$ cat src/rtl/slot_sched_pkg.sv
package slot_sched_pkg;

  typedef enum logic [1:0] {
    KIND_DMA   = 2'b00,
    KIND_PIO   = 2'b01,
    KIND_ATAPI = 2'b10
  } cmd_kind_e;

  typedef struct packed {
    cmd_kind_e kind;
    logic      queued;
    logic      unload;
    logic      pioOnly;
  } slot_attr_t;

  // strobes from control to datapath
  typedef struct packed {
    logic latchCur;   // capture candidate as current slot
    logic accept;     // fetch handshake done: mark sent, advance pointer
    logic errViol;    // mixing violation on candidate
    logic errDev;     // device error while current slot in flight
  } ctrl_strobe_t;

endpackage

$ cat src/rtl/slot_sched_dp.sv
module slot_sched_dp
  import slot_sched_pkg::*;
#(
  parameter int NUM_SLOTS = 32,
  localparam int SLOT_W = $clog2(NUM_SLOTS)
) (
  input  logic                 clk,
  input  logic                 rst,
  input  ctrl_strobe_t         strobe,
  input  logic                 issueWrEn,
  input  logic [NUM_SLOTS-1:0] issueWrData,
  input  logic                 attrWrEn,
  input  logic [SLOT_W-1:0]    attrSlot,
  input  slot_attr_t           attrIn,
  input  logic                 doneValid,
  input  logic [SLOT_W-1:0]    doneSlot,
  input  logic                 dmaSetupValid,
  input  logic [SLOT_W-1:0]    dmaSetupTag,
  input  logic                 errClr,
  output logic                 candValid,
  output logic                 candViol,
  output logic [SLOT_W-1:0]    curSlot,
  output logic [1:0]           curKind,
  output logic                 curQueued,
  output logic                 sgValid,
  output logic [SLOT_W-1:0]    sgSlot,
  output logic                 errFlag,
  output logic [SLOT_W-1:0]    errSlot,
  output logic [NUM_SLOTS-1:0] ciReg
);

  localparam logic [SLOT_W-1:0] LAST_SLOT = SLOT_W'(NUM_SLOTS - 1);

  slot_attr_t            attrMem [NUM_SLOTS];
  slot_attr_t            curAttr;
  logic [NUM_SLOTS-1:0]  sentReg;
  logic [NUM_SLOTS-1:0]  queuedMask;
  logic [NUM_SLOTS-1:0]  unloadMask;
  logic [NUM_SLOTS-1:0]  pendMask;
  logic [NUM_SLOTS-1:0]  outMask;
  logic [NUM_SLOTS-1:0]  doneMask;
  logic [NUM_SLOTS-1:0]  acceptMask;
  logic [SLOT_W-1:0]     nextPtr;
  logic [SLOT_W-1:0]     candSlot;
  logic                  outQueued;
  logic                  outPlain;

  for (genvar g = 0; g < NUM_SLOTS; g++) begin : g_mask
    assign queuedMask[g] = attrMem[g].queued;
    assign unloadMask[g] = attrMem[g].unload;
  end

  assign pendMask   = ciReg & ~sentReg;
  assign outMask    = ciReg & sentReg;
  assign outQueued  = |(outMask & queuedMask);
  assign outPlain   = |(outMask & ~queuedMask & ~unloadMask);
  assign doneMask   = doneValid ? (NUM_SLOTS'(1) << doneSlot) : '0;
  assign acceptMask = strobe.accept ? (NUM_SLOTS'(1) << curSlot) : '0;

  // rotating search: lowest offset from nextPtr wins (loop runs downward)
  always_comb begin
    candValid = 1'b0;
    candSlot  = '0;
    for (int i = NUM_SLOTS - 1; i >= 0; i--) begin
      if (pendMask[(int'(nextPtr) + i) % NUM_SLOTS]) begin
        candValid = 1'b1;
        candSlot  = SLOT_W'((int'(nextPtr) + i) % NUM_SLOTS);
      end
    end
  end

  // unload commands are exempt from the queued/plain mixing rule
  always_comb begin
    if (unloadMask[candSlot])      candViol = 1'b0;
    else if (queuedMask[candSlot]) candViol = outPlain;
    else                           candViol = outQueued;
  end

  always_ff @(posedge clk) begin
    if (rst) begin
      for (int i = 0; i < NUM_SLOTS; i++) attrMem[i] <= '0;
    end else if (attrWrEn) begin
      attrMem[attrSlot] <= attrIn;
    end
  end

  always_ff @(posedge clk) begin
    if (rst) begin
      ciReg   <= '0;
      sentReg <= '0;
      nextPtr <= '0;
      curSlot <= '0;
      curAttr <= '0;
    end else begin
      ciReg   <= (ciReg & ~doneMask) | (issueWrEn ? issueWrData : '0);
      sentReg <= (sentReg & ~doneMask) | acceptMask;
      if (strobe.latchCur) begin
        curSlot <= candSlot;
        curAttr <= attrMem[candSlot];
      end
      if (strobe.accept)
        nextPtr <= (curSlot == LAST_SLOT) ? '0 : curSlot + 1'b1;
    end
  end

  always_ff @(posedge clk) begin
    if (rst) begin
      errFlag <= 1'b0;
      errSlot <= '0;
    end else if (strobe.errViol) begin
      errFlag <= 1'b1;
      errSlot <= candSlot;
    end else if (strobe.errDev) begin
      errFlag <= 1'b1;
      errSlot <= curSlot;
    end else if (errClr) begin
      errFlag <= 1'b0;
    end
  end

  always_ff @(posedge clk) begin
    if (rst) begin
      sgValid <= 1'b0;
      sgSlot  <= '0;
    end else begin
      sgValid <= dmaSetupValid && ciReg[dmaSetupTag] && queuedMask[dmaSetupTag];
      sgSlot  <= dmaSetupTag;
    end
  end

  assign curKind   = curAttr.pioOnly ? KIND_PIO : curAttr.kind;
  assign curQueued = curAttr.queued;

endmodule

$ cat src/rtl/slot_sched_ctrl.sv
module slot_sched_ctrl
  import slot_sched_pkg::*;
(
  input  logic         clk,
  input  logic         rst,
  input  logic         candValid,
  input  logic         candViol,
  input  logic         errFlag,
  input  logic         devClear,
  input  logic         devError,
  input  logic         fetchReady,
  output logic         fetchValid,
  output ctrl_strobe_t strobe
);

  typedef enum logic [1:0] {ST_IDLE, ST_OFFER, ST_WAIT} sched_state_e;

  sched_state_e state, stateNext;

  always_comb begin
    stateNext = state;
    strobe    = '0;
    unique case (state)
      ST_IDLE: begin
        if (!errFlag && devClear && candValid) begin
          if (candViol) begin
            strobe.errViol = 1'b1;
          end else begin
            strobe.latchCur = 1'b1;
            stateNext       = ST_OFFER;
          end
        end
      end
      ST_OFFER: begin
        if (fetchReady) begin
          strobe.accept = 1'b1;
          stateNext     = ST_WAIT;
        end
      end
      ST_WAIT: begin
        if (devError) begin
          strobe.errDev = 1'b1;
          stateNext     = ST_IDLE;
        end else if (devClear) begin
          stateNext = ST_IDLE;
        end
      end
      default: stateNext = ST_IDLE;
    endcase
  end

  always_ff @(posedge clk) begin
    if (rst) state <= ST_IDLE;
    else     state <= stateNext;
  end

  assign fetchValid = (state == ST_OFFER);

endmodule

$ cat src/rtl/slot_issue_sched.sv
module slot_issue_sched
  import slot_sched_pkg::*;
#(
  parameter int NUM_SLOTS = 32,
  localparam int SLOT_W = $clog2(NUM_SLOTS)
) (
  input  logic                 clk,
  input  logic                 rst,
  input  logic                 issueWrEn,
  input  logic [NUM_SLOTS-1:0] issueWrData,
  input  logic                 attrWrEn,
  input  logic [SLOT_W-1:0]    attrSlot,
  input  logic [1:0]           attrKind,
  input  logic                 attrQueued,
  input  logic                 attrUnload,
  input  logic                 attrPioOnly,
  input  logic                 devBusy,
  input  logic                 devDataReq,
  input  logic                 devError,
  output logic                 fetchValid,
  input  logic                 fetchReady,
  output logic [SLOT_W-1:0]    fetchSlot,
  output logic [1:0]           fetchKind,
  output logic                 fetchQueued,
  input  logic                 doneValid,
  input  logic [SLOT_W-1:0]    doneSlot,
  input  logic                 dmaSetupValid,
  input  logic [SLOT_W-1:0]    dmaSetupTag,
  output logic                 sgValid,
  output logic [SLOT_W-1:0]    sgSlot,
  input  logic                 errClr,
  output logic                 errFlag,
  output logic [SLOT_W-1:0]    errSlot,
  output logic [NUM_SLOTS-1:0] ciOut
);

  ctrl_strobe_t strobe;
  slot_attr_t   attrIn;
  logic         candValid;
  logic         candViol;
  logic         devClear;

  assign devClear = !devBusy && !devDataReq && !devError;
  assign attrIn   = '{kind: cmd_kind_e'(attrKind), queued: attrQueued,
                      unload: attrUnload, pioOnly: attrPioOnly};

  slot_sched_ctrl u_ctrl (
    .clk        (clk),
    .rst        (rst),
    .candValid  (candValid),
    .candViol   (candViol),
    .errFlag    (errFlag),
    .devClear   (devClear),
    .devError   (devError),
    .fetchReady (fetchReady),
    .fetchValid (fetchValid),
    .strobe     (strobe)
  );

  slot_sched_dp #(.NUM_SLOTS(NUM_SLOTS)) u_dp (
    .clk           (clk),
    .rst           (rst),
    .strobe        (strobe),
    .issueWrEn     (issueWrEn),
    .issueWrData   (issueWrData),
    .attrWrEn      (attrWrEn),
    .attrSlot      (attrSlot),
    .attrIn        (attrIn),
    .doneValid     (doneValid),
    .doneSlot      (doneSlot),
    .dmaSetupValid (dmaSetupValid),
    .dmaSetupTag   (dmaSetupTag),
    .errClr        (errClr),
    .candValid     (candValid),
    .candViol      (candViol),
    .curSlot       (fetchSlot),
    .curKind       (fetchKind),
    .curQueued     (fetchQueued),
    .sgValid       (sgValid),
    .sgSlot        (sgSlot),
    .errFlag       (errFlag),
    .errSlot       (errSlot),
    .ciReg         (ciOut)
  );

endmodule

$ cat config.mk
export PLATFORM = sky130hd
export DESIGN_NAME = slot_issue_sched
export DESIGN_NICKNAME = d
export VERILOG_FILES = /design/src/rtl/slot_sched_pkg.sv /design/src/rtl/slot_sched_dp.sv /design/src/rtl/slot_sched_ctrl.sv /design/src/rtl/slot_issue_sched.sv
export SDC_FILE = /design/constraint.sdc
export NUM_CORES = 1
export LEC_CHECK = 0
export BUFFER_PORTS_ARGS = -buffer_cell sky130_fd_sc_hd__buf_2
export CORE_MARGIN = 5
export CORE_UTILIZATION = 57
export CTS_BUF_LIST = sky130_fd_sc_hd__clkbuf_16
export CTS_CLUSTER_DIAMETER = 120
export DETAILED_ROUTE_END_ITERATION = 10
export PLACE_DENSITY = 0.78
export SLEW_MARGIN = 10
export SYNTH_ARGS = -nofsm -noshare
export SYNTH_HDL_FRONTEND = slang
export SYNTH_SLANG_ARGS = --single-unit
$ cat constraint.sdc
create_clock -name clk -period 6.3 [get_ports clk]
set_input_delay 0.945 -clock clk [delete_from_list [all_inputs] [get_ports clk]]
set_output_delay 0.945 -clock clk [all_outputs]
set_load 0.01 [all_outputs]
# After elaboration in Yosys (flattened, before gate mapping)
# Memories as Yosys holds them, arrays and structs flattened. A register that Yosys moved wholly into a read port is not among the register bits.
# Index checks and enable logic that the tools add are counted.
dict set report word_totals {
  regBits 88
  ramBits 160
  input_bits 63
  output_inout_bits 53
  elab_cells 380
  n_memories 1
}
dict set report classes {
  add_sub_neg 32
  n_lt_le_gt_ge 34
  n_eq_ne 7
  shifts 2
  muxes 203
  bitwise 44
  n_reduce_logical 48
}
# memory words width rd rd_ports_with_merged_regs write_ports line_no
set memory_table {}
lappend memory_table {u_dp.attrMem 32 5 33 1 32 slot_sched_dp.sv:34} ;# slot_attr_t attrMem [NUM_SLOTS];
# cell n
set ops {}
lappend ops {{32-bit AND} 7}
lappend ops {{6-bit by 7-bit less-than comparator with 1-bit output, second input constant} 31}
lappend ops {{5-bit two-way mux} 37}
lappend ops {{1-bit binary-select mux with 5-bit select} 36}
lappend ops {{5-bit OR reduction} 32}
lappend ops {{32-bit NOT} 4}
lappend ops {{1-bit two-way mux} 120}
lappend ops {{32-bit two-way mux} 3}
lappend ops {{5-bit adder, second input constant} 16}
lappend ops {{32-bit bitwise OR} 2}
lappend ops {{32-bit OR reduction} 2}
lappend ops {{1-bit by 5-bit left shift with 32-bit output, first input constant} 2}
lappend ops {{5-bit by 4-bit adder with 5-bit output, second input constant} 8}
lappend ops {{1-bit AND, first input constant} 31}
lappend ops {{5-bit by 3-bit adder with 5-bit output, second input constant} 4}
lappend ops {{5-bit by 6-bit less-than comparator with 1-bit output, second input constant} 3}
lappend ops {{2-bit two-way mux} 6}
lappend ops {{5-bit by 1-bit adder with 5-bit output, second input constant} 2}
lappend ops {{5-bit by 2-bit adder with 5-bit output, second input constant} 2}
lappend ops {{1-bit logical AND} 6}
lappend ops {{2-bit one-hot mux with 3 select lines} 1}
lappend ops {{5-bit equality test, second input constant} 1}
lappend ops {{1-bit logical NOT} 4}
lappend ops {{2-bit by 1-bit != test with 1-bit output, second input constant} 2}
lappend ops {{other kinds (8)} 8}

# Depth between registers and ports, before layout
# Gate-level depths: netlist of the first run.
dict set report depth {
  ltp_word 46
  depth_mapped 32
  mapped_depth_nobuf 19
}

# Cells and area by module
# A second synthesis of the first run with hierarchy kept.
dict set report hier_totals {
  hier_cells 2158
  area_unflattened_um2 19742.7
}
# module instances cells_per_inst area_per_inst_um2 seq_area_each_um2
set modules_own_cells {}
lappend modules_own_cells {slot_sched_dp 1 2142 19596.3 6606.3}
lappend modules_own_cells {slot_sched_ctrl 1 15 136.4 40.0}
lappend modules_own_cells {slot_issue_sched 1 1 10.0 0.0}

# Worst setup path before layout of the first run
# OpenSTA, ideal clock, no wires.
dict set report synth_path {
  path_kind {flip-flop to flip-flop}
  from {register u_dp.nextPtr[0]}
  to {register u_dp.curSlot[3]}
  setup_time_ns 0.117
  arrival_time_ns 6.400
  required_ns 6.183
  setup_slack_ns -0.217
  path_stages_with_launch 29
  n_path_buf 10
  synth_period_minus_slack_ns 6.517
  cell_sequence {dfxtp_1 buf_6 buf_6 inv_8 buf_12 buf_8 buf_6 clkbuf_1 clkbuf_1 ha_1 clkbuf_1 clkbuf_1 or4_1 and4_1 a22oi_1 and2_1 o211ai_1 a311o_1 a2111oi_2 a21oi_1 or2_1 buf_2 o2111ai_1 a211oi_1 or4b_1 a211o_1 o211ai_2 a21oi_1 a22o_1}
}
dict set report synth_via {
  elab_chain_cells 43
  word_cells_on_any_way 200
  classes_between {add/sub (31); mux (168); reduce/logical (1)}
}
# element line_no
set synth_rtl {}
lappend synth_rtl {{start: declaration} slot_sched_dp.sv:43} ;# logic [SLOT_W-1:0] nextPtr;
lappend synth_rtl {{start signal: assignment} slot_sched_dp.sv:102} ;# nextPtr <= (curSlot == LAST_SLOT) ? '0 : curSlot + 1'b1;
lappend synth_rtl {{5-bit adder} {slot_sched_dp.sv:65, slot_sched_dp.sv:67}}
lappend synth_rtl {{1-bit binary-select mux with 5-bit select} slot_sched_dp.sv:65} ;# if (pendMask[(int'(nextPtr) + i) % NUM_SLOTS]) begin
lappend synth_rtl {{1-bit two-way mux (not written as such) (2 in a row)} slot_sched_dp.sv:65}
lappend synth_rtl {{5-bit two-way mux (32 in a row)} slot_sched_dp.sv:65}
lappend synth_rtl {{1-bit binary-select mux with 5-bit select} slot_sched_dp.sv:75} ;# else if (queuedMask[candSlot]) candViol = outPlain;
lappend synth_rtl {{1-bit two-way mux (not written as such)} slot_sched_dp.sv:75}
lappend synth_rtl {{1-bit two-way mux} slot_sched_dp.sv:75}
lappend synth_rtl {{1-bit two-way mux} slot_sched_dp.sv:74} ;# if (unloadMask[candSlot]) candViol = 1'b0;
lappend synth_rtl {{1-bit two-way mux} slot_sched_ctrl.sv:26} ;# if (candViol) begin
lappend synth_rtl {{1-bit two-way mux} slot_sched_ctrl.sv:25} ;# if (!errFlag && devClear && candValid) begin
lappend synth_rtl {{1-bit two-way mux} slot_sched_ctrl.sv:23} ;# unique case (state)
lappend synth_rtl {{end signal: assignment} slot_sched_dp.sv:98} ;# curSlot <= candSlot;
lappend synth_rtl {{end: declaration} slot_sched_dp.sv:22} ;# output logic [SLOT_W-1:0] curSlot,
# Several ways; a longest one is shown, not always the timed one. The select of a mux whose other input is x is not followed.
# A chain may end at the register's enable or synchronous reset.

# Worst setup path in the final report of the first run
dict set report layout_path {
  from {register u_dp.nextPtr[0]}
  to {register u_dp.curAttr[3] (netlist name)}
}
dict set report layout_via {
  elab_chain_cells 43
  word_cells_on_any_way 200
  classes_between {add/sub (31); mux (168); reduce/logical (1)}
}
# element line_no
set layout_rtl {}
lappend layout_rtl {{5-bit adder} {slot_sched_dp.sv:65, slot_sched_dp.sv:67}}
lappend layout_rtl {{1-bit binary-select mux with 5-bit select} slot_sched_dp.sv:65}
lappend layout_rtl {{1-bit two-way mux (not written as such) (2 in a row)} slot_sched_dp.sv:65}
lappend layout_rtl {{5-bit two-way mux (32 in a row)} slot_sched_dp.sv:65}
lappend layout_rtl {{1-bit binary-select mux with 5-bit select} slot_sched_dp.sv:75}
lappend layout_rtl {{1-bit two-way mux (not written as such)} slot_sched_dp.sv:75}
lappend layout_rtl {{1-bit two-way mux} slot_sched_dp.sv:75}
lappend layout_rtl {{1-bit two-way mux} slot_sched_dp.sv:74}
lappend layout_rtl {{1-bit two-way mux} slot_sched_ctrl.sv:26}
lappend layout_rtl {{1-bit two-way mux} slot_sched_ctrl.sv:25}
lappend layout_rtl {{1-bit two-way mux} slot_sched_ctrl.sv:23}
# Several ways; a longest one is shown, not always the timed one. The select of a mux whose other input is x is not followed.

==> implementation parameters, run 1 <==
Parameter                              Value

Run status
  Status ... completed

Yosys
  Mapped Cells ... 2326
  Nets in the synthesized netlist ... 2409
  Synth async-reset ratio ... 0%
  Most area-hungry cell type in the Yosys netlist ... edfxtp_1
  Top cells by area, synth ... edfxtp_1 23%, dfxtp_1 9.0%, and2_1 5.8%
  Ranking of synthesized cells by instance count ... 264 x nor2_1, 197 x nand2_1, 190 x and2_1, 160 x edfxtp_1, 97 x clkbuf_1
  Number of distinct library cells after synthesis ... 110
  FF+latch count, synth ... 252
  Fraction of the yosys area taken by sequential cells ... 32.35%
  Most used flip-flop cell after synthesis ... edfxtp_1
  Syn_area_per_cell ... 8.832 um^2
  Count of warnings emitted by yosys ... 0
  Cell with the most instances after synthesis ... nor2_1
  Netlist area before placement ... 20540 um^2
  Area share of the largest cell type after synthesis ... 23.39%
  Number of enable-type register cells in the synthesized netlist ... 160

Timing
  Final worst path period share ... 99.36%
  Unrepaired setup endpoints after global routing ... true
  Transition at the pin with the smallest max-transition slack ... 1.097 ns
  Number of hold-slack violations in the final timing report ... 0
  Maximum achievable frequency ... 0.1597 GHz
  Worst clock skew on the final layout ... 0.01134 ns
  Setup TNS ... 0 ns
  Final setup vio count ... 0
  Max-slew headroom ... 26.84%
  Shortest period the worst path allows ... 6.260 ns
  Slew Viols, Final ... 0
  Worst Hold Slack ... 0.5252 ns
  Final critical-path setup slack ... 0.04006 ns

Placed design
  Post-placement worst setup slack ... -0.2073 ns
  Placed wire-length estimate ... 70670 um
  Cells after DPL ... 3015
  Number of buffers inserted by port buffering ... 115
  Placer congestion estimate ... 1.099

Worst setup path
  Required time of the worst setup path ... 6.73 ns
  Reg-to-reg setup timing slack ... 0.04 ns
  Reg2reg path depth ... 23
  CP Launch Point ... u_dp.nextPtr[0]$_SDFFE_PP0P_
  Endpoint of the lowest-slack register-to-register path ... u_dp.curAttr[3]$_SDFFE_PP0P_
  Critical R2R Launch ... u_dp.nextPtr[0]$_SDFFE_PP0P_
  Arrival time at the worst endpoint ... 6.69 ns
  Start-to-end type of the worst setup path ... reg -> reg
  Critical Path End Type ... flop
  CP startpoint kind ... flop
  Setup crit end ... u_dp.curAttr[3]$_SDFFE_PP0P_
  Crit-path max FO ... 16

Clock network
  H-Tree Depth ... 1
  Clock Tree Buf Depth ... 3
  Count of clock tree sinks ... 252
  Insertion delay to the later sink of the worst-skew pair ... 0.54 ns
  # hold bufs at CTS ... 0
  Root buffer cell ... clkbuf_16
  Reg clk slew, reported paths ... 0.07 ns
  CTS tree ... built
  TritonCTS buffer count ... 25

Detailed routing
  Antenna viol nets, final ... 0
  Aggregate routed wire length ... 92160 um
  Iteration-0 DRC Markers ... 3140
  Remaining design rule violation count ... 0
  Final routed wire length divided by cell count ... 30.02 um
  Detailed Routing Iterations Pass 1 ... 6
  Average vias per placed instance ... 7.323
  Detailed-route via count ... 22480

Die
  Starting utilization of the core area ... 57.76%
  Number of placement rows ... 69
  Vertical extent of the die ... 199.8 um
  Die outline area ... 39940 um^2
  Width of the chip ... 199.8 um
  Placeable Area ... 35570 um^2
  Number of I/O pins ... 116

Job
  Number of max-cap violations ... 0

Pwr
  Peak supply drop ... 0.0003076 V
  Sequential group share of total power ... 32.1%
  Share of total power consumed by net switching ... 37.64%
  Power per cell area ... 251.2 nW/um^2
  Internal power consumption ... 3.788 mW
  Psw ... 2.286 mW
  Reported leakage power ... 9.441 nW
  Clk pwr share ... 24.5%
  Combinational power share ... 43.5%

Global route
  Pin count of the biggest net entering global routing ... 106
  Number of global-route vias before repair ... 21610
  Global-route wire length before repair ... 134300 um
  Global-route total usage across every layer ... 44.69%
  Antenna violations before repair ... 2
  Gr ovfl total ... 0

Cells and area
  Layout Nets ... 2672
  Number of standard cells in the layout, taps in and fillers out ... 3070
  Ratio of cells with drive above 1 in the final layout ... 24.69%
  P&R area growth vs syn ... 17.71%

Min path
  Type of the most critical hold path ... reg -> reg
[kinds of logic after synthesis]
kind of cell               Yosys count  synth area share [%]
and+or+nand+nor                   1116                 29.31
AOI/OAI and AO/OA                  564                 20.42
DFF                                252                 32.35
buffers and inverters              176                 4.227
muxes                              157                 10.69
xor gates and xnor gates            41                 1.785
adders and majority gates           20                 1.218
[through the flow]
step | power, mW | area [um^2] | utilization, %
2_1_floorplan | 3.383 | 20570 | -
3_3_place_gp | 4.339 | 23020 | 64.73
3_5_place_dp | 4.380 | 23020 | 64.73
4_1_cts | 5.856 | 23890 | 67.16
5_1_grt | 6.248 | 24180 | 67.98
6_report | 6.075 | 24180 | 67.98
[cell type report]
type | instances | area, um^2
Antenna cell | 1 | 2.502
Tap cell | 461 | 576.8
Inverter | 20 | 86.33
Timing Repair Buffer | 392 | 2724
Sequential cell | 252 | 6653
Clock buffer | 25 | 625.6
Clock inverter | 21 | 180.2
Multi-Input combinational cell | 1898 | 13330
Fill cell | 2798 | 11390
[power by group through the flow]
stage	Combinational [mW]	Clock (mW)	Sequential [mW]
after floorplan	1.45	0	1.94
after global placement	2.37	0	1.97
after detailed placement	2.41	0	1.97
after CTS	2.44	1.48	1.94
after global routing	2.74	1.56	1.95
final	2.64	1.49	1.95
[cell usage in the layout, fill, tap and decap left out, drive strengths merged, types with 63 or more instances in the layout]
cell / n
nand2: 198
buf: 391
nand3: 63
edfxtp: 160
dfxtp: 92
a21oi: 91
mux2i: 90
a22oi: 78
and2: 192
nor2: 264
[sequential cells by signal (all words and copies together) (netlist names)]
signal	count
u_ctrl.state	2
u_dp.attrMem	160
u_dp.ciReg	32
u_dp.curAttr	3
u_dp.curQueued	1
u_dp.curSlot	5
u_dp.errFlag	1
u_dp.errSlot	5
u_dp.nextPtr	5
u_dp.sentReg	32
u_dp.sgSlot	5
u_dp.sgValid	1
[worst max-delay path: stages (launching register included)]
cell	delay (ns)
dfxtp_4	0.47
inv_8	0.05
ha_4	0.29
buf_4	0.20
or4_1	0.58
nand4_1	0.20
buf_4	0.17
o22a_1	0.31
nand2_1	0.16
buf_4	0.19
a221oi_1	0.25
o211ai_1	0.19
a211o_1	0.30
a211oi_1	0.58
o31a_2	0.29
buf_4	0.17
nor2_1	0.05
a22o_1	0.22
a221oi_2	0.41
nand2_2	0.20
o211ai_4	0.27
buf_4	0.19
a21oi_1	0.09
a311oi_1	0.29
[metal layers]
metal | up-vias | GRT usage [%] | part of all wire [%] | wire, um
met5 | - | 0 | 0.011 | 10
met4 | 2 | 36.00 | 11 | 10050
met3 | 661 | 11.63 | 12 | 11500
met2 | 1965 | 70.86 | 44 | 40540
met1 | 10430 | 51.15 | 33 | 30060
li1 | 9424 | - | - | -
[worst min-delay path by stage]
stage,startpoint,endpoint,slack (ns),cells past startpoint
global placement,u_dp.curQueued$_SDFFE_PP0P_,u_dp.curQueued$_SDFFE_PP0P_,0.51,2
global route,u_dp.curAttr[4]$_SDFFE_PP0P_,u_dp.curAttr[4]$_SDFFE_PP0P_,0.56,2
CTS,u_dp.curQueued$_SDFFE_PP0P_,u_dp.curQueued$_SDFFE_PP0P_,0.50,2
detailed placement,u_dp.curQueued$_SDFFE_PP0P_,u_dp.curQueued$_SDFFE_PP0P_,0.49,2
finish,u_dp.curQueued$_SDFFE_PP0P_,u_dp.curQueued$_SDFFE_PP0P_,0.53,2
floorplan,u_dp.curAttr[3]$_SDFFE_PP0P_,u_dp.curAttr[3]$_SDFFE_PP0P_,0.49,2
[what timing repair did]
item | in CTS | in global routing
pin swaps | 2 | 8
setup endpoints to repair | 16 | 16
buffers inserted | 1 | 7
endpoints found under the hold margin | 0 | 0
resized for setup | 11 | 57
gates cloned | 0 | 0
Power figures use the tool's default switching activity.
==> inputs of run 2 (changes only) <==
--- a/config.mk
+++ b/config.mk
@@ -17,2 +17,3 @@
 export SYNTH_HDL_FRONTEND = slang
+export SYNTH_HIERARCHICAL = 1
 export SYNTH_SLANG_ARGS = --single-unit
--- a/constraint.sdc
+++ b/constraint.sdc
@@ -3,2 +3,2 @@
 set_output_delay 0.945 -clock clk [all_outputs]
-set_load 0.01 [all_outputs]
+set_load 0.02 [all_outputs]
==> run 2 against run 1 <==
Hold slack got worse by 0.057 ns; non-clock buffer count shrank 59; sequential share of layout area grew 1.3 points; total power shrank 7.7%; combinational power is 20% lower; synthesized cell count down 7.2%; register-to-register slack better by 0.11 ns; via count is 6.5% lower; count of clock-buffer cells in the layout increased by 2; routed wire length shrank 2.9%; critical path type unchanged; largest power group unchanged.
==> implementation parameters, run 2 <==
Parameter                              Value

Die
  Die outline area ... 38460 um^2 (-3.7%)
  Number of I/O pins ... 116 (unchanged)
  Width of the chip ... 196.1 um (-1.9%)
  Starting utilization of the core area ... 57.44% (-0.32 points)
  Number of placement rows ... 68 (-1.4%)
  Vertical extent of the die ... 196.1 um (-1.9%)
  Placeable Area ... 34370 um^2 (-3.4%)

Yosys
  Synth async-reset ratio ... 0% (unchanged)
  Nets in the synthesized netlist ... 2241 (-7.0%)
  Number of enable-type register cells in the synthesized netlist ... 160 (unchanged)
  Most used flip-flop cell after synthesis ... edfxtp_1
  Area share of the largest cell type after synthesis ... 24.34% (+0.95 points)
  Number of distinct library cells after synthesis ... 110 (unchanged)
  Netlist area before placement ... 19740 um^2 (-3.9%)
  FF+latch count, synth ... 252 (unchanged)
  Top cells by area, synth ... edfxtp_1 24%, dfxtp_1 9.3%, mux4_2 7.2%
  Cell with the most instances after synthesis ... nor2_1
  Syn_area_per_cell ... 9.149 um^2 (+3.6%)
  Ranking of synthesized cells by instance count ... 207 x nor2_1, 190 x nand2_1, 176 x and2_1, 160 x edfxtp_1, 92 x dfxtp_1
  Count of warnings emitted by yosys ... 6 (+6)
  Most area-hungry cell type in the Yosys netlist ... edfxtp_1
  Mapped Cells ... 2158 (-7.2%)
  Fraction of the yosys area taken by sequential cells ... 33.66% (+1.3 points)

Worst setup path
  Crit-path max FO ... 17 (+1)
  Arrival time at the worst endpoint ... 6.59 ns (-0.10 ns)
  Required time of the worst setup path ... 6.74 ns (about the same)
  Start-to-end type of the worst setup path ... reg -> reg
  Critical Path End Type ... flop
  Worst path cell trace ... inv_1 -> buf_12 -> ha_4 -> xnor2_4 -> mux4_2 -> mux4_2 -> or3_4 -> or4_4 -> o32ai_2 -> o211ai_2 -> o211ai_4 -> buf_4 -> nand3_1 -> nand3_1 -> o211ai_1 -> a32oi_2 -> nand3b_1 -> a211oi_4 -> inv_1 -> nor3_2 -> buf_4 -> a211oi_1 -> a211oi_1
  Cell type of the slowest stage on the worst timing path ... mux4_2
  Family with the most delay on the worst path ... compound AO/OA/AOI/OAI gates
  Buffers plus inverters on the worst setup path ... 5 (-1)
  CP startpoint kind ... flop
  Worst stage delay on the critical path ... 0.65 ns (+0.07 ns)

Job
  Number of max-cap violations ... 0 (unchanged)

Detailed routing
  Final routed wire length divided by cell count ... 31.18 um (+3.9%)
  Detailed-route via count ... 21020 (-6.5%)
  Remaining design rule violation count ... 0 (unchanged)
  Aggregate routed wire length ... 89490 um (-2.9%)
  Antenna viol nets, final ... 0 (unchanged)
  Average vias per placed instance ... 7.324 (about the same)
  Detailed Routing Iterations Pass 1 ... 8 (+2)
  Iteration-0 DRC Markers ... 3194 (+1.7%)

Timing
  Worst clock skew on the final layout ... 0.04500 ns (+0.03366 ns)
  Number of hold-slack violations in the final timing report ... 0 (unchanged)
  Final setup vio count ... 0 (unchanged)
  Worst Hold Slack ... 0.4679 ns (-0.05734 ns)
  Max-slew headroom ... 16.46% (-10 points)
  Shortest period the worst path allows ... 6.153 ns (-0.1066 ns)
  Slew Viols, Final ... 0 (unchanged)
  Final worst path period share ... 97.67% (-1.7 points)
  Transition at the pin with the smallest max-transition slack ... 1.242 ns (+0.1444 ns)
  Maximum achievable frequency ... 0.1625 GHz (+1.7%)

Clock network
  Reg clk slew, reported paths ... 0.07 ns (about the same)
  Clock Tree Buf Depth ... 3 (unchanged)
  H-Tree Depth ... 1 (unchanged)
  Root buffer cell ... clkbuf_16
  Count of clock tree sinks ... 252 (unchanged)
  CTS tree ... built
  TritonCTS buffer count ... 27 (+8.0%)
  Insertion delay to the later sink of the worst-skew pair ... 0.59 ns (+0.05 ns)

Pwr
  Power per cell area ... 242.3 nW/um^2 (-3.6%)
  Total power draw ... 5.605 mW (-7.7%)
  Reported leakage power ... 9.018 nW (-4.5%)
  Peak supply drop ... 0.0003306 V (+7.5%)

Global route
  Gr ovfl total ... 0 (unchanged)
  Global-route wire length before repair ... 130100 um (-3.1%)
  Number of global-route vias before repair ... 20110 (-6.9%)
  Pin count of the biggest net entering global routing ... 101 (-4.7%)
  Antenna violations before repair ... 2 (unchanged)
  Global-route total usage across every layer ... 44.83% (+0.14 points)

Placed design
  Cells after DPL ... 2805 (-7.0%)
  Placed wire-length estimate ... 67110 um (-5.0%)
  Placer congestion estimate ... 1.116 (+1.5%)
  Number of buffers inserted by port buffering ... 115 (unchanged)
  Instance area at placement ... 21920 um^2 (-4.8%)

Cells and area
  Most common cell after layout, fill and taps aside ... nor2_1
  Number of standard cells in the layout, taps in and fillers out ... 2870 (-6.5%)
  Leading cell types in the layout, fill and taps excluded ... 207 x nor2_1, 205 x buf_4, 190 x nand2_1
  P&R area growth vs syn ... 17.17%
  Final design instance area without fill ... 23130 um^2 (-4.3%)
  Layout Nets ... 2476 (-7.3%)
  Ratio of cells with drive above 1 in the final layout ... 24.57% (-0.13 points)
  Max reg flops ... 160 (unchanged)
  Biggest register ... u_dp/attrMem
  Largest registers ... u_dp/attrMem (160), u_dp/ciReg (32), u_dp/sentReg (32)

Run status
  Status ... completed

Min path
  Type of the most critical hold path ... reg -> reg
==> run 2: cell types whose count changed after synthesis, moves of 16 or more <==
cell	change
a21oi_1	-26
a221oi_1	-16
and3b_1	-19
clkbuf_1	-18
mux2_2	+18
nand3_1	+23
nor2_1	-57
nor2b_1	+34
nor4_1	-16
or4_1	-22
==> run 2: worst reg2reg max path: stages (launching register included) <==
cell and delay [ns]:
dfxtp_2 0.36, inv_1 0.09, buf_12 0.18, ha_4 0.21
xnor2_4 0.28, mux4_2 0.65, mux4_2 0.55, or3_4 0.35
or4_4 0.49, o32ai_2 0.24, o211ai_2 0.20, o211ai_4 0.26
buf_4 0.22, nand3_1 0.10, nand3_1 0.11, o211ai_1 0.12
a32oi_2 0.25, nand3b_1 0.17, a211oi_4 0.35, inv_1 0.10
nor3_2 0.17, buf_4 0.18, a211oi_1 0.05, a211oi_1 0.31
==> run 2: path summary, 6_finish.rpt <==
path / startpoint / to / slack [ns] / cells after the start
worst min register to register: u_dp/curAttr[3]$_SDFFE_PP0P_ / u_dp/curAttr[3]$_SDFFE_PP0P_ / 0.47 / 2
worst max register to register: u_dp/nextPtr[1]$_SDFFE_PP0P_ / u_dp/errSlot[1]$_SDFFE_PP0P_ / 0.15 / 23
worst max-delay path: u_dp/nextPtr[1]$_SDFFE_PP0P_ / u_dp/errSlot[1]$_SDFFE_PP0P_ / 0.15 / 23
worst min-delay path: u_dp/curAttr[3]$_SDFFE_PP0P_ / u_dp/curAttr[3]$_SDFFE_PP0P_ / 0.47 / 2
==> run 2: cell type report <==
cell class                      instances  area (um^2)
Antenna cell                            1        2.502
Timing Repair Buffer                  333         2350
Clock buffer                           27        675.6
Sequential cell                       252         6654
Inverter                               22        90.09
Fill cell                            2686        11240
Multi-Input combinational cell       1757        12620
Tap cell                              455        569.3
Clock inverter                         23        176.4
==> run 2: logic make-up (layout without fill, tap and decap cells) <==
| kind of cell | after synthesis | in the layout | synth area share (%) |
|---|---|---|---|
| muxes | 190 | 190 | 13.93 |
| adders and majority gates | 20 | 20 | 1.268 |
| and+or+nand+nor | 1011 | 1011 | 27.26 |
| DFF | 252 | 252 | 33.67 |
| AOI/OAI and AO/OA | 495 | 495 | 18.34 |
| buffers and inverters | 149 | 405 | 3.562 |
| other | 0 | 1 | 0 |
| xor gates and xnor gates | 41 | 41 | 1.971 |
==> run 2: report_power, final <==
part	switching, mW	leakage [nW]	total [mW]	internal [mW]
combinational	1.25	6.29	2.12	0.865
sequential	0.108	2.28	1.95	1.84
clock	0.676	0.456	1.54	0.866
==> run 2: repair_timing <==
action | CTS | global route
hold buffers | 0 | 0
gates cloned | 0 | 1
gates resized for setup | 3 | 50
pin swaps | 1 | 14
setup endpoints to repair | 9 | 15
setup buffers | 5 | 8
==> run 2: per-layer routing <==
layer | global-route usage, % | share of wire (%)
met5 | 0 | 0
met4 | 27.90 | 8.8
met3 | 12.33 | 14
met2 | 70.91 | 44
met1 | 54.38 | 33
==> run 2: metrics by stage <==
stage               util [%]  setup slack (ns)  setup TNS, ns
CTS                    66.48          0.009174              0
floorplan                  -           0.03066              0
detailed placement     63.76          0.002644              0
global route           67.29          -0.05361       -0.08241
global placement       63.76            0.1249              0
finish                 67.30            0.1466              0
